File: config.mk
export PLATFORM = sky130hd
export DESIGN_NAME = msg_frame_builder
export DESIGN_NICKNAME = d
export VERILOG_FILES = /design/src/rtl/msg_frame_builder.sv
export SDC_FILE = /design/constraint.sdc
export NUM_CORES = 1
export LEC_CHECK = 0
export ABC_AREA = 1
export BUFFER_PORTS_ARGS = -buffer_cell sky130_fd_sc_hd__buf_2
export CAP_MARGIN = 15
export CORE_ASPECT_RATIO = 1.75
export CORE_MARGIN = 4
export CORE_UTILIZATION = 50
export DETAILED_ROUTE_END_ITERATION = 10
export GPL_TIMING_DRIVEN = 0
export HOLD_SLACK_MARGIN = 0.15
export PLACE_DENSITY_LB_ADDON = 0.15
export SKIP_LAST_GASP = 1
export SLEW_MARGIN = 20
export SYNTH_ARGS = -nofsm -noshare
export SYNTH_HDL_FRONTEND = slang
export SYNTH_SLANG_ARGS = --single-unit
File: constraint.sdc
create_clock -name clk -period 5.4 [get_ports clk]
set_input_delay 1.08 -clock clk [delete_from_list [all_inputs] [get_ports clk]]
set_output_delay 1.08 -clock clk [all_outputs]
set_load 0.1 [all_outputs]
File: src/rtl/msg_frame_builder.sv
module msg_frame_builder #(
  parameter int MAX_LEN = 10,
  parameter int LEN_W   = $clog2(MAX_LEN + 1)
) (
  input  logic                   clk,
  input  logic                   rst_n,
  input  logic                   req_valid,
  input  logic [2:0]             req_cmd,
  input  logic [3:0]             req_id,
  input  logic [LEN_W-1:0]       req_len,
  input  logic [8*MAX_LEN-1:0]   req_data,
  output logic [7:0]             tx_data,
  output logic                   tx_valid,
  input  logic                   tx_ready,
  output logic                   busy,
  output logic                   done
);
  localparam int POS_W = $clog2(MAX_LEN + 2);

  logic [6:0]       pay_q [MAX_LEN];
  logic [7:0]       start_q;
  logic [LEN_W-1:0] len_q;
  logic [POS_W-1:0] pos;
  logic [6:0]       csum;
  logic [6:0]       cur_pay;
  logic [LEN_W-1:0] len_in;
  logic             accept, xfer, last, in_data;

  assign accept   = req_valid && !busy;
  assign xfer     = tx_valid && tx_ready;
  assign len_in   = (req_len > LEN_W'(MAX_LEN)) ? LEN_W'(MAX_LEN) : req_len;
  assign in_data  = (pos != '0) && (pos <= POS_W'(len_q));
  assign last     = (len_q == '0) ? (pos == '0) : (pos == POS_W'(len_q) + 1'b1);
  assign tx_valid = busy;

  always_comb begin
    cur_pay = '0;
    for (int i = 0; i < MAX_LEN; i++)
      if (pos == POS_W'(i + 1)) cur_pay = pay_q[i];
  end

  assign tx_data = (pos == '0) ? start_q :
                   in_data     ? {1'b0, cur_pay} : {1'b0, csum};

  for (genvar g = 0; g < MAX_LEN; g++) begin : g_pay
    always_ff @(posedge clk)
      if (!rst_n)      pay_q[g] <= '0;
      else if (accept) pay_q[g] <= req_data[8*g +: 7];
  end

  always_ff @(posedge clk) begin
    if (!rst_n) begin
      busy    <= 1'b0;
      done    <= 1'b0;
      pos     <= '0;
      len_q   <= '0;
      start_q <= '0;
      csum    <= '0;
    end else begin
      done <= 1'b0;
      if (accept) begin
        busy    <= 1'b1;
        pos     <= '0;
        len_q   <= len_in;
        start_q <= {1'b1, req_cmd, req_id};
        csum    <= '0;
      end else if (xfer) begin
        if (in_data) csum <= csum ^ cur_pay;
        if (last) begin
          busy <= 1'b0;
          done <= 1'b1;
        end else begin
          pos <= pos + 1'b1;
        end
      end
    end
  end

  p_first_marked_r1: assert property (@(posedge clk) disable iff (!rst_n)
    $rose(busy) |-> tx_data[7]);

  p_body_low_r2: assert property (@(posedge clk) disable iff (!rst_n)
    (busy && $past(busy && tx_ready)) |-> !tx_data[7]);

  p_hold_r4: assert property (@(posedge clk) disable iff (!rst_n)
    (tx_valid && !tx_ready) |=> (tx_valid && $stable(tx_data)));

  p_refuse_r5: assert property (@(posedge clk) disable iff (!rst_n)
    (busy && !tx_ready) |=> busy);

  p_done_idle_r6: assert property (@(posedge clk) disable iff (!rst_n)
    done |-> (!busy && $fell(busy)));

  p_done_pulse_r6: assert property (@(posedge clk) disable iff (!rst_n)
    done |=> !done);
endmodule

==> impl_results.md <==
- Status: complete, no violations
- Final net count: 815
- Worst flop-to-flop path startpoint: busy$_SDFFE_PN0P_
- Max Clock Skew: 0.00314 ns
- GRT Util Overall: 19.0%
- Hold WC Path Type: flop to flop
- Setup TNS Final: 0 ns
- CTS sink cnt: 95
- Initial DRC count: 208
- Routed wl met3: 467 µm
- Worst slew pin tran: 0.682 ns
- Synth area leader: edfxtp_1
- #FFs+latches synth: 95
- Syn Area/Cell: 8.18 µm²
- Yosys warnings: 0
- Final period utilization: 71.3%
- TritonRoute pass-1 iters: 4
- Grt total ovfl: 0
- Drt total wl: 10.8 mm
- Vias in the first global route: 4021
- CTS tree: done
- Hold Path Depth: 2
- CP startpoint: pos[0]$_SDFFE_PP0P_
- Synth area leaders: edfxtp_1, dfxtp_1, nand2_1
- Largest net degree at the start of global routing: 58
- Most common cell in the synthesized netlist: nand2_1
- EDFF count, synth: 70
- Post-CTS Setup Inserts: 0
- Clk_lat worst skew: 0.33 ns
- Worst setup EP type: primary output
- Vias/cell: 4.76
- Mapped Nets: 708
- Most used cell, CP: nand2_1
- Die H: 139 µm
- R2r endpoint: pay_q[8][5]$_SDFFCE_PN0P_
- Power Total: 1.63 mW
- Reg2Reg Depth: 5
- Initial Utilization: 51.8%
- Crit path buf inv count: 3
- Final setup vio count: 0
- Fmax: 260 MHz
- Design Area, Final: 5850 µm²
- Tmin final: 3.85 ns
- DRT antenna net count: 0
- Setup crit start kind: flop
- Slew Limit Fails: 0
- Unrepaired setup endpoints after global routing: no
- Pwr dens: 278 nW/µm²
- Kind of cell adding the most delay to the critical path: simple AND/OR/NAND/NOR gates
- Top post-synthesis cells by count: nand2_1, inv_1, nor2_1
- Area Growth Syn to Fin: 18.6%
- Hold EP: start_q[6]$_SDFFE_PN0P_
- Leakage: 2.92 nW
- Via count: 3985
- Area share of the largest cell type after synthesis: 42.6%
- Clock-pin slew of the registers on the worst-case setup and hold paths: 0.06 ns
- Max clock buf depth: 2
- Relative slew slack: 54.6%
- Die outline area: 11600 µm²
- DRC: 0
- Yosys cell types: 31
- M1 WL: 4.08 mm
- ANT cells: 0
- DR top layer: met4
- Max VDD drop: 173 µV
- CP max FO: 9
- Critical path arrival: 2.77 ns
- Final Hold Viols: 0
- Resized Gates After CTS: 0
- DIE WIDTH: 83.1 µm
- Share of layout cells above drive strength 1: 20.6%
- Sequential fraction of the synthesis area: 52.8%
- Critical path class: flop to primary output
- Mapped Cells: 603
- Total CTS buffers: 9
- HP Start: start_q[6]$_SDFFE_PN0P_
- CP peak stage delay: 0.45 ns
- Top FF cell, synth: edfxtp_1
- Total of max-cap violations: 0
- Core Footprint: 9530 µm²
- Clk root buf: clkbuf_16
- H-tree levels: 3
- DR WL/cell: 12.9 µm
- Hold_buf cts: 0
- Final HPWL DP: 8.23 mm
- First-pass GRT wire length: 17.7 mm
- Row count: 47
- R2R Setup Slk: 3.18 ns
- I/O pin total: 106
- Slowest CP cell: buf_2
- Met2 WL post-DR: 5.85 mm
- Worst endpoint required time: 4.32 ns
- Layout filler cell count: 904
- Port buffer count: 95
- Post-synth ARST share: 0%
- Crit-path cells: inv_1, ha_1, clkbuf_8, nor2_8, nand3_1, nand2_1, nand2_1, nand3_1, nand2_1, nand2_1, nand2_1, nand3b_1, nand2_1, nand2_2, nor2_1, o22ai_1, buf_2
- Antenna violations before repair: 0
- DP Area: 5590 µm²
- Gpl congestion: 0.828
- Mapped cell area: 4930 µm²
report_power, final:
part	total (mW)	switching (mW)	internal (mW)
Combinational	0.213	0.151	0.0620
Clock	0.559	0.252	0.307
Sequential	0.856	0.0164	0.839
Total	1.63	0.419	1.21
registers in the layout, indices dropped and copies added (netlist names):
signal and flops:
csum 7, pay_q 70, done 1, len_q 4, pos 4, start_q 8
busy 1
area by class of cell:
type	count	area (µm²)	area share [%]
multi-input cells	368	1750	29.8
repair buffers	96	503	8.60
flip-flops and latches	95	2600	44.5
plain buffers	22	145	2.48
well taps	122	153	2.61
inverters	118	443	7.57
clock buffers	11	233	3.98
clock inverters	5	25.0	0.428
logic make-up after synthesis:
| group | synth area share (%) |
|---|---|
| fa+ha+maj | 2.54 |
| xor+xnor | 0.888 |
| flops | 52.8 |
| simple gates | 27.0 |
| buf+inv | 11.8 |
| compound gates | 4.92 |
metal layers:
layer | up-vias | GRT usage, %
met4 | 0 | 9.82
met1 | 1776 | 20.2
met5 | - | 0
li1 | 2085 | -
met3 | 25 | 3.61
met2 | 99 | 35.2
metrics by stage:
stage	std cells	util [%]	worst slack (ns)	hold slack, ns
5_1_grt	837	61.4	1.34	0.473
3_3_place_gp	820	58.4	0.00506	0.430
6_report	837	61.4	1.55	0.452
3_5_place_dp	821	58.7	1.90	0.447
4_1_cts	837	61.4	1.52	0.457
2_1_floorplan	603	-	1.21	0.419
worst max-delay path by stage:
stage	to	cells after the start
after floorplan	pay_q[0][0]$_SDFFCE_PN0P_	5
after global placement	pay_q[5][1]$_SDFFCE_PN0P_	6
after detailed placement	tx_data[2]	17
after CTS	tx_data[2]	17
after global routing	tx_data[5]	17
final	tx_data[1]	17
tightest hold or removal path: cells and delay by family, from the launching register on:
kind / cells / cell delay (ns)
AND/OR/NAND/NOR: 2 / 0.10
flip-flops: 1 / 0.31
layout by cell type (no fill, tap or decap):
cell type | synthesis | layout
o211ai_1 | 4 | 4
xor2_1 | 4 | 4
o21ai_0 | 15 | 15
nand4_1 | 2 | 2
nand3b_1 | 2 | 2
clkinv_1 | 0 | 2
clkbuf_4 | 0 | 1
nand3_2 | 5 | 5
o22ai_1 | 6 | 6
nor2_2 | 5 | 5
buf_2 | 3 | 98
nand2_1 | 116 | 116
or2_0 | 1 | 1
clkbuf_16 | 0 | 9
xnor2_1 | 1 | 1
nor2_1 | 115 | 115
nor3_1 | 2 | 2
inv_1 | 115 | 115
or2_2 | 2 | 2
ha_1 | 10 | 10
clkinv_2 | 0 | 1
inv_2 | 3 | 3
buf_6 | 5 | 5
edfxtp_1 | 70 | 70
clkbuf_1 | 11 | 12
nand2_4 | 1 | 1
clkinvlp_2 | 0 | 1
a21oi_1 | 16 | 16
buf_4 | 2 | 2
dfxtp_1 | 25 | 25
o21ai_1 | 4 | 4
nor2_4 | 1 | 1
nand2_2 | 9 | 9
nand3_1 | 46 | 46
buf_16 | 0 | 1
clkbuf_8 | 1 | 1
clkinvlp_4 | 0 | 1
nor2_8 | 1 | 1
No activity file was read; power rests on OpenSTA's default activity.
